File: config.mk
export PLATFORM = sky130hd
export DESIGN_NAME = stereo_vol_atten
export DESIGN_NICKNAME = d
export VERILOG_FILES = /design/src/rtl/stvol_pkg.sv /design/src/rtl/stvol_decode.sv /design/src/rtl/stvol_codes.sv /design/src/rtl/stvol_scale.sv /design/src/rtl/stereo_vol_atten.sv
export SDC_FILE = /design/constraint.sdc
export NUM_CORES = 1
export LEC_CHECK = 0
export ABC_AREA = 1
export CAP_MARGIN = 25
export CORE_ASPECT_RATIO = 1.1
export CORE_MARGIN = 2
export CORE_UTILIZATION = 56
export DETAILED_ROUTE_END_ITERATION = 8
export PLACE_DENSITY = 0.84
export SETUP_SLACK_MARGIN = 0.2
export SYNTH_ARGS = -nofsm -noshare
export SYNTH_HDL_FRONTEND = slang
export SYNTH_SLANG_ARGS = --single-unit
export TNS_END_PERCENT = 50
File: constraint.sdc
create_clock -name clk -period 4.5 [get_ports clk]
set_clock_uncertainty 0.1 [all_clocks]
set_input_delay 0.9 -clock clk [delete_from_list [all_inputs] [get_ports clk]]
set_output_delay 0.9 -clock clk [all_outputs]
set_load 0.02 [all_outputs]
File: src/rtl/stvol_pkg.sv
package stvol_pkg;
    localparam int WORD_W   = 16;
    localparam int SMP_W    = 16;
    localparam int CODE_W   = 8;
    localparam int NCH      = 2;
    localparam int ADDR_W   = 2;
    localparam int ADDR_LO  = 9;
    localparam int LOAD_BIT = 8;
    localparam int RSV_LO   = ADDR_LO + ADDR_W;
    localparam int PROD_W   = SMP_W + CODE_W + 1;

    typedef logic [CODE_W-1:0]        code_t;
    typedef logic signed [SMP_W-1:0]  smp_t;

    localparam code_t CODE_UNITY = '1;

    typedef struct packed {
        logic              hit;
        logic [ADDR_W-1:0] chan;
        logic              load;
        code_t             code;
    } cmd_t;

    // Split a control word into fields and flag whether it is accepted.
    function automatic cmd_t decode_word(input logic [WORD_W-1:0] w, input logic v);
        cmd_t c;
        c.chan = w[ADDR_LO +: ADDR_W];
        c.load = w[LOAD_BIT];
        c.code = w[CODE_W-1:0];
        c.hit  = v && (w[WORD_W-1:RSV_LO] == '0) && (int'(c.chan) < NCH);
        return c;
    endfunction

    // Gain of code/256, with the all-ones code treated as unity.
    function automatic smp_t att_scale(input smp_t s, input code_t c);
        logic signed [PROD_W-1:0] se;
        logic signed [PROD_W-1:0] ce;
        logic signed [PROD_W-1:0] p;
        logic signed [PROD_W-1:0] sh;
        se = PROD_W'(s);
        ce = PROD_W'($signed({1'b0, c}));
        p  = se * ce;
        sh = p >>> CODE_W;
        if (c == CODE_UNITY) return s;
        return sh[SMP_W-1:0];
    endfunction
endpackage

File: src/rtl/stvol_decode.sv
module stvol_decode
    import stvol_pkg::*;
(
    input  logic              valid,
    input  logic [WORD_W-1:0] word,
    output cmd_t              cmd
);
    always_comb cmd = decode_word(word, valid);
endmodule

File: src/rtl/stvol_codes.sv
module stvol_codes
    import stvol_pkg::*;
#(
    parameter int N = NCH
) (
    input  logic                clk,
    input  logic                rst,
    input  cmd_t                cmd,
    output logic [N-1:0][CODE_W-1:0] staged,
    output logic [N-1:0][CODE_W-1:0] active
);
    for (genvar i = 0; i < N; i++) begin : g_ch
        code_t stg_q, act_q, stg_nxt;
        logic  sel;

        always_comb begin
            sel     = cmd.hit && (cmd.chan == ADDR_W'(i));
            stg_nxt = sel ? cmd.code : stg_q;
        end

        always_ff @(posedge clk) begin
            if (rst) begin
                stg_q <= CODE_UNITY;
                act_q <= CODE_UNITY;
            end else begin
                stg_q <= stg_nxt;
                if (cmd.hit && cmd.load) act_q <= stg_nxt;
            end
        end

        assign staged[i] = stg_q;
        assign active[i] = act_q;
    end
endmodule

File: src/rtl/stvol_scale.sv
module stvol_scale
    import stvol_pkg::*;
(
    input  logic  clk,
    input  logic  rst,
    input  logic  en,
    input  smp_t  din,
    input  code_t code,
    output smp_t  dout
);
    always_ff @(posedge clk) begin
        if (rst)     dout <= '0;
        else if (en) dout <= att_scale(din, code);
    end
endmodule

File: src/rtl/stereo_vol_atten.sv
module stereo_vol_atten
    import stvol_pkg::*;
(
    input  logic              clk,
    input  logic              rst,
    input  logic              ctrl_valid,
    input  logic [WORD_W-1:0] ctrl_word,
    input  logic              in_valid,
    input  logic [SMP_W-1:0]  in_left,
    input  logic [SMP_W-1:0]  in_right,
    output logic              out_valid,
    output logic [SMP_W-1:0]  out_left,
    output logic [SMP_W-1:0]  out_right
);
    cmd_t cmd;
    logic [NCH-1:0][CODE_W-1:0] stg_code;
    logic [NCH-1:0][CODE_W-1:0] act_code;
    smp_t smp_in  [NCH];
    smp_t smp_out [NCH];

    stvol_decode u_dec (.valid(ctrl_valid), .word(ctrl_word), .cmd(cmd));

    stvol_codes #(.N(NCH)) u_codes (
        .clk(clk), .rst(rst), .cmd(cmd), .staged(stg_code), .active(act_code)
    );

    assign smp_in[0] = in_left;
    assign smp_in[1] = in_right;

    for (genvar i = 0; i < NCH; i++) begin : g_scl
        stvol_scale u_scl (
            .clk(clk), .rst(rst), .en(in_valid),
            .din(smp_in[i]), .code(act_code[i]), .dout(smp_out[i])
        );
    end

    always_ff @(posedge clk) begin
        if (rst) out_valid <= 1'b0;
        else     out_valid <= in_valid;
    end

    assign out_left  = smp_out[0];
    assign out_right = smp_out[1];
endmodule

==> Word level (Yosys, flattened, before mapping) <==
Cells that the tools add are included.
{ "totals": {"in_bits": 52, "word_cells": 32, "ff_bits": 65, "output_inout_bits": 33} }
{ "classes": {"n_eq_ne": 3, "reduce_logical": 7, "mul": 2, "magnitude_cmp": 1, "mux": 12} }
{ "ops": {"columns": ["op", "n"], "rows": [
  ["$mux 16", 4],
  ["$mul 16x9->24", 2],
  ["$eq 8x8->1 const B", 2],
  ["$mux 8", 2],
  ["$mux 1", 6],
  ["$logic_and 1x1->1", 5],
  ["$logic_not 5->1", 1],
  ["$eq 2x1->1 const B", 1],
  ["$logic_not 2->1", 1],
  ["$lt 2x2->1 const B", 1]
]} }

==> Longest topological paths before layout <==
Gate-level depths: netlist (run 1).
{ "depth": {"ltp_word": 5, "mapped_depth": 25, "ltp_nobuf": 23} }

==> Cells and area by module <==
Synthesis (run 1) repeated with hierarchy kept, for this count alone.
{ "unflattened": {"cells_unflattened": 1827, "area_unflattened_um2": 12889.9} }
{ "by_module_without_submodules": {"columns": ["module", "cells_per_inst", "seq_area_each_um2", "instances", "area_per_inst_um2"], "rows": [
  ["stvol_scale at g_scl[0].u_scl", 813, 320.3, 1, 5698.0],
  ["stvol_scale at g_scl[1].u_scl", 809, 320.3, 1, 5690.5],
  ["stvol_codes", 183, 640.6, 1, 1356.3],
  ["stvol_decode", 19, 0.0, 1, 115.1],
  ["stereo_vol_atten", 3, 20.0, 1, 30.0]
]} }

==> Worst setup path before layout (run 1) <==
OpenSTA, ideal clock, no wires.
{ "synth_timing": {"kind": "input to register", "start": "input port in_right[15]", "end": "register g_scl[1].u_scl.dout[15]", "required_time_ns": 4.333, "path_stages": 19, "setup_time_ns": 0.067, "t_arrival_ns": 4.752, "n_path_buf": 1, "slack_ns": -0.419, "path_cell_list": "clkbuf_1 > nand2_1 > fa_1 > fa_1 > inv_1 > fa_1 > inv_1 > fa_1 > inv_1 > ha_1 > nand2_1 > nor3_1 > and2_1 > nand4_1 > nand3b_1 > nand2_1 > nand3_1 > nand2_1 > a21oi_2"} }
{ "synth_between": {"elab_chain_cells": 2, "elab_cells_between_ends": 3, "cone_classes": "1 x mul; 2 x mux"} }
{ "synth_lines": {"columns": ["item", "line", "text"], "rows": [
  ["start: declaration", "stereo_vol_atten.sv:10", "input logic [SMP_W-1:0] in_right,"],
  ["$mul 16x9->24 or $mux 16 (tied branches)", "stvol_pkg.sv:42, stvol_pkg.sv:44", null],
  ["$mux 16 *", "stvol_pkg.sv:45", "return sh[SMP_W-1:0];"],
  ["end signal: assignment", "stvol_scale.sv:13", "else if (en) dout <= att_scale(din, code);"],
  ["end: declaration", "stvol_scale.sv:9", "output smp_t dout"]
]} }
Every way passes the cells marked *; elsewhere a longest branch is shown, timed or not. The select of a mux whose other input is x is not followed.
A chain may end at the register's enable or synchronous reset.

==> Worst setup path after layout (run 1) <==
{ "layout_timing": {"start": "input port in_right[11]", "end": "register g_scl[1].u_scl.dout[13]"} }
{ "layout_between": {"elab_chain_cells": 2} }
{ "layout_lines": {"columns": ["item", "line", "text"], "rows": [
  ["$mul 16x9->24", "stvol_pkg.sv:42", "p = se * ce;"],
  ["$mux 16", "stvol_pkg.sv:45", null]
]} }
Every way passes these cells.

==> impl_metrics.csv, run 1 <==
group,metric,value,unit
clock_network,tritoncts_num_sinks,65,
floorplanning,io_pins,85,
yosys,avgSynthCellArea,7.132,µm²
floorplanning,die_x,146.4,µm
place,hpwl,27620,µm
cells_and_area,nets,2286,
critical_path,critPathRequiredTime,4.67,ns
cells_and_area,syn2layout_area_growth,32.55,%
clock_network,clock_path_buffers,2,
yosys,synth_seq_cells,65,
critical_path,r2r_end,"g_scl[1].u_scl.dout[13]",
timing,min_period,4.803,ns
cells_and_area,fin_util,0.7536,
timing,post-route-period-util,1.067,
place,place_area,0.01532,mm²
timing,fin_tns_setup,-3.030,ns
yosys,ys.flop_type,"dfxtp_1",
yosys,netlist_instances,1751,
timing,hold_viol,0,
min_path,holdPathStages,2,
place,routabilityCongestion,0.9337,
global_route,grt_max_degree,50,
cells_and_area,most-common-layout-cells,"429 x inv_1, 382 x nand2_1, 183 x fa_1",
run_status,violations,"setup timing",
clock_network,cts_max_level,3,
cells_and_area,final_common_cell,"inv_1",
cells_and_area,n_antenna_cell,0,
timing,hold_ws,0.3636,ns
clock_network,cts_made_buffers,9,
route,ant_nets,0,
yosys,syn_area,0.01249,mm²
clock_network,cts_hold_buffers,0,
critical_path,cp_data_arrival_time,4.98,ns
min_path,min_from,"g_scl[0].u_scl.dout[1]",
timing,slew_viol_final,0,
global_route,grt_pass1_vias,12940,
yosys,synth_top_cell_by_area,"fa_1",
critical_path,worstSetupPathType,"input pin to flop",
timing,tightestPinTransition,0.9239,ns
floorplanning,rows,57,
critical_path,reg2reg_slack,-0.22,ns
yosys,yosysSeqAreaShare,0.1042,
cells_and_area,multi_input_area,0.01028,mm²
clock_network,cts_tree,"done",
yosys,yosysWarnings,0,
yosys,synth_top_area_frac,0.3174,
critical_path,critPathMaxFanout,7,
timing,slew_headroom,0.3825,
min_path,hold_path_end,"g_scl[0].u_scl.dout[1]",
route,vias_per_cell,5.513,
clock_network,clock_latency,0.36,ns
route,route.vias.total,12410,
route,drtIter0Drc,985,
timing,fin_ws,-0.3030,ns
critical_path,r2r_cells,20,
clock_network,cts_root_buf,"clkbuf_16",
cells_and_area,fin_area,0.01655,mm²
yosys,async_reset_ff_frac,0,
floorplanning,core,0.02197,mm²
cells_and_area,fill_cells,1392,
yosys,syn-num-nets,2087,
route,avgRoutedWirePerCell,17.66,µm
cells_and_area,layout.area.seq,0.001304,mm²
place,portBuffers,84,
cells_and_area,final_layout_size_suffix_gt1_frac,0.2849,
yosys,yosysUniqueCellTypes,43,
timing,fmax,208.2,MHz
critical_path,cp-start-kind,"input pin",
global_route,grt.overflow.total,0,
global_route,antenna_found_initial,0,
run_status,status,"finished, violations left",
global_route,grt_usage,0.3187,
critical_path,end_kind,"flop",
critical_path,startpoint,"in_right[11]",
timing,finalSetupViolCount,25,
route,dr.pass1.iters,7,
clock_network,clkTransAtPathRegs,0.05,ns
yosys,synth_edf_count,0,
floorplanning,die_area,0.02351,mm²
critical_path,r2r-start,"u_codes.g_ch[1].act_q[3]",
route,drt_wl_total,39730,µm
floorplanning,initial_core_util,0.5685,
flow_run,drv_cap,0,
min_path,hold_class,"flop to flop",
yosys,synth_area_leaders,"fa_1 32%, inv_1 14%, nand2_1 14%",
global_route,grt_pass1_wl,60550,µm
route,drc,0,
floorplanning,die_h,160.6,µm
timing,rsz0062_at_grt,"yes",
-- state kept, by name (all words and copies together) (netlist names) --
register and flops:
g_scl.u_scl.dout 32, out_valid 1, u_codes.g_ch.stg_q 16, u_codes.g_ch.act_q 16
-- timing repair --
item                                    in CTS  in global routing
endpoints found under the setup margin      32                 32
setup buffers                               21                  8
pin swaps                                  165                 80
resized for setup                          273                 76
-- worst max path at each step --
stage | slack [ns] | endpoint
after global placement | -0.91 | g_scl[0].u_scl.dout[11]
after floorplan | -0.08 | g_scl[1].u_scl.dout[15]
final | -0.30 | g_scl[1].u_scl.dout[13]
after detailed placement | -1.04 | g_scl[0].u_scl.dout[11]
after global routing | -0.39 | g_scl[1].u_scl.dout[13]
after CTS | -0.12 | g_scl[0].u_scl.dout[11]
-- synth_stat cells (all sizes together), types with 13 or more instances --
library cell,number
nand2,495
inv,474
fa,198
ha,86
a21oi,79
nand3,68
dfxtp,65
nor2,56
clkbuf,54
o21ai,50
buf,33
xnor2,13
-- layer usage --
metal	vias up	wire (µm)	global-route usage
met2	676	20820	0.5901
met1	5999	13670	0.3554
met4	0	2603	0.1880
met3	231	2629	0.03068
li1	5499	-	-
met5	-	0	0
-- stage by stage --
| stage | cells | setup WS, ns |
|---|---|---|
| 3_3_place_gp | 2204 | -0.9111 |
| 3_5_place_dp | 2204 | -1.039 |
| 2_1_floorplan | 1751 | -0.07683 |
| 4_1_cts | 2241 | -0.1197 |
| 6_report | 2250 | -0.3030 |
| 5_1_grt | 2250 | -0.3873 |
-- layout make-up --
type / instances / area share
Clock inverter: 7 / 0.004989
Sequential cell: 65 / 0.07876
Multi-Input combinational cell: 1125 / 0.6212
Clock buffer: 9 / 0.01361
Timing Repair Buffer: 275 / 0.1517
Tap cell: 295 / 0.02230
Inverter: 474 / 0.1075
-- critical path, cell delays in order --
cell and delay (ns):
buf_2 0.18, nand2_1 0.10, fa_1 0.50, inv_1 0.05, fa_1 0.47, fa_1 0.56, inv_1 0.06, fa_1 0.50
inv_1 0.08, ha_4 0.31, nand2_2 0.12, o21ai_1 0.31, inv_1 0.12, o21ai_1 0.15, nand2_1 0.13, nand3_1 0.11
nand2_1 0.05, nand3_1 0.06, nand3_1 0.07, a21oi_1 0.15
-- cells by family after synthesis --
family,after synthesis,share of synthesized area
adder cells (fa/ha/maj),284,0.4036
XOR/XNOR,19,0.01333
AND/OR/NAND/NOR,659,0.2273
flip-flops,65,0.1042
buffers and inverters,561,0.1747
AO/OA/AOI/OAI,155,0.07043
multiplexers,8,0.006412
Power of run 1 is left out: the tool's default activity adds up to more than one toggle a clock period on the data nets, which glitch-free logic cannot reach.
==> inputs of run 2 (changes only) <==
--- a/config.mk
+++ b/config.mk
@@ -7,9 +7,9 @@
 export LEC_CHECK = 0
 export ABC_AREA = 1
 export CAP_MARGIN = 25
-export CORE_ASPECT_RATIO = 1.1
 export CORE_MARGIN = 2
 export CORE_UTILIZATION = 56
+export CTS_CLUSTER_DIAMETER = 120
 export DETAILED_ROUTE_END_ITERATION = 8
 export PLACE_DENSITY = 0.84
 export SETUP_SLACK_MARGIN = 0.2
==> run 2 against run 1 <==
The flow still finishes with violations (setup timing). Design area increased by 2.6%. Cell count increased by 0.44%. First-iteration DRC count increased by 44%. Die area about the same. Critical path type unchanged. Hold slack about the same.
==> impl_metrics.csv, run 2 (synthesized netlist as in run 1, its figures left out) <==
group,metric,value,unit
critical_path,worstSetupPathType,"input pin to flop",
timing,rsz0062_at_grt,"yes",
floorplanning,core,0.02182,mm²
route,drtIter0Drc,1416,
route,route.vias.total,13100,
clock_network,clock_path_buffers,2,
timing,hold_viol,0,
route,avgRoutedWirePerCell,19.48,µm
cells_and_area,syn2layout_area_growth,36.05,%
timing,fmax,205.8,MHz
cells_and_area,final_common_cell,"inv_1",
cells_and_area,largestRegisters,"g_scl.u_scl.dout: 32 flops, u_codes.g_ch.act_q: 16 flops, u_codes.g_ch.stg_q: 16 flops",
min_path,hold_class,"flop to flop",
global_route,grt_pass1_wl,65560,µm
clock_network,clkTransAtPathRegs,0.06,ns
critical_path,cp-start-kind,"input pin",
cells_and_area,fin_area,0.01699,mm²
timing,min_period,4.859,ns
clock_network,clock_latency,0.34,ns
floorplanning,die_x,153.3,µm
floorplanning,rows,54,
floorplanning,die_h,153.3,µm
route,drt_wl_total,44020,µm
place,place_area,0.01538,mm²
cells_and_area,most-common-layout-cells,"415 x inv_1, 377 x nand2_1, 178 x fa_1",
clock_network,tritoncts_num_sinks,65,
clock_network,cts_made_buffers,9,
place,hpwl,27940,µm
cells_and_area,largest_register,"g_scl.u_scl.dout",
route,drc,0,
run_status,violations,"setup timing",
global_route,grt.overflow.total,0,
critical_path,critPathMaxFanout,5,
timing,fin_tns_setup,-4.332,ns
cells_and_area,final_layout_size_suffix_gt1_frac,0.3197,
floorplanning,initial_core_util,0.5722,
place,routabilityCongestion,0.9693,
timing,slew_headroom,0.3886,
global_route,grt_pass1_vias,13600,
clock_network,cts_max_level,3,
global_route,grt_max_degree,51,
critical_path,critPathRequiredTime,4.68,ns
route,vias_per_cell,5.798,
global_route,grt_usage,0.3466,
global_route,antenna_found_initial,0,
timing,finalSetupViolCount,24,
cells_and_area,largest_register_ffs,32,
critical_path,end_kind,"flop",
critical_path,cp_data_arrival_time,5.03,ns
route,ant_nets,0,
timing,slew_viol_final,0,
place,portBuffers,84,
place,dp.cells,2200,
floorplanning,io_pins,85,
timing,tightestPinTransition,0.9149,ns
timing,hold_ws,0.3640,ns
cells_and_area,n_antenna_cell,0,
cells_and_area,instances_no_fill,2260,
route,dr.pass1.iters,6,
floorplanning,die_area,0.02351,mm²
run_status,status,"finished, violations left",
cells_and_area,nets,2311,
timing,fin_ws,-0.3591,ns
clock_network,cts_root_buf,"clkbuf_16",
clock_network,cts_tree,"done",
timing,post-route-period-util,1.080,
flow_run,drv_cap,0,
-- run 2: cell types whose count changed in the layout (fill, tap and decap cells not counted), moves of 5 or more --
cell,change
a21oi_4,+6
fa_2,+5
nand2_1,-5
nand3_2,+7
nand3_1,-8
buf_4,+8
buf_6,+18
inv_1,-14
fa_1,-5
inv_2,+14
-- run 2: repair_timing --
item / in CTS / in global routing
setup buffers: 36 / 7
resized for setup: 328 / 116
endpoints found under the setup margin: 32 / 32
pin swaps: 199 / 105
hold buffers: 0 / 0
-- run 2: final cells by class --
cell class / instances / area [µm²]
Multi-Input combinational cell: 1125 / 10500
Fill cell: 1206 / 4833
Timing Repair Buffer: 300 / 2745
Inverter: 474 / 1779
Sequential cell: 65 / 1311
Tap cell: 280 / 350.3
Clock buffer: 9 / 225.2
Clock inverter: 7 / 77.57
-- run 2: path summary, 6_finish.rpt --
path	startpoint	end	cells past startpoint	slack, ns
max reg2reg	u_codes.g_ch[0].act_q[4]	g_scl[0].u_scl.dout[11]	21	-0.31
min reg2reg	u_codes.g_ch[0].stg_q[6]	u_codes.g_ch[0].stg_q[6]	2	0.36
min	u_codes.g_ch[0].stg_q[6]	u_codes.g_ch[0].stg_q[6]	2	0.36
max	in_left[10]	g_scl[0].u_scl.dout[11]	22	-0.36
-- run 2: through the flow --
stage / setup WS (ns) / utilization
2_1_floorplan: -0.07683 / -
3_3_place_gp: -1.014 / 0.7022
3_5_place_dp: -1.091 / 0.7047
4_1_cts: -0.1708 / 0.7573
5_1_grt: -0.4889 / 0.7785
6_report: -0.3591 / 0.7785
-- run 2: worst max-delay path: stages --
cell and delay, ns:
buf_6 0.11, buf_4 0.15, nand2_1 0.09, inv_1 0.07, fa_1 0.48, fa_1 0.57
fa_1 0.54, inv_1 0.07, fa_1 0.50, inv_2 0.05, ha_4 0.31, nand2_4 0.10
nor2_4 0.14, and3_4 0.22, nand3_4 0.11, nand2_4 0.13, nand2_2 0.08, nand2_1 0.07
nand2_1 0.05, nand3_1 0.09, nand2_1 0.07, a21oi_2 0.12
-- run 2: per-layer routing --
metal / GRT usage / part of all wire / vias to the layer above
met4: 0.1826 / 0.085 / 0
met2: 0.5884 / 0.46 / 1012
li1: - / - / 5559
met3: 0.07031 / 0.10 / 372
met1: 0.4164 / 0.35 / 6160
met5: 0 / 0 / -
Power of run 2 is left out for the same reason.
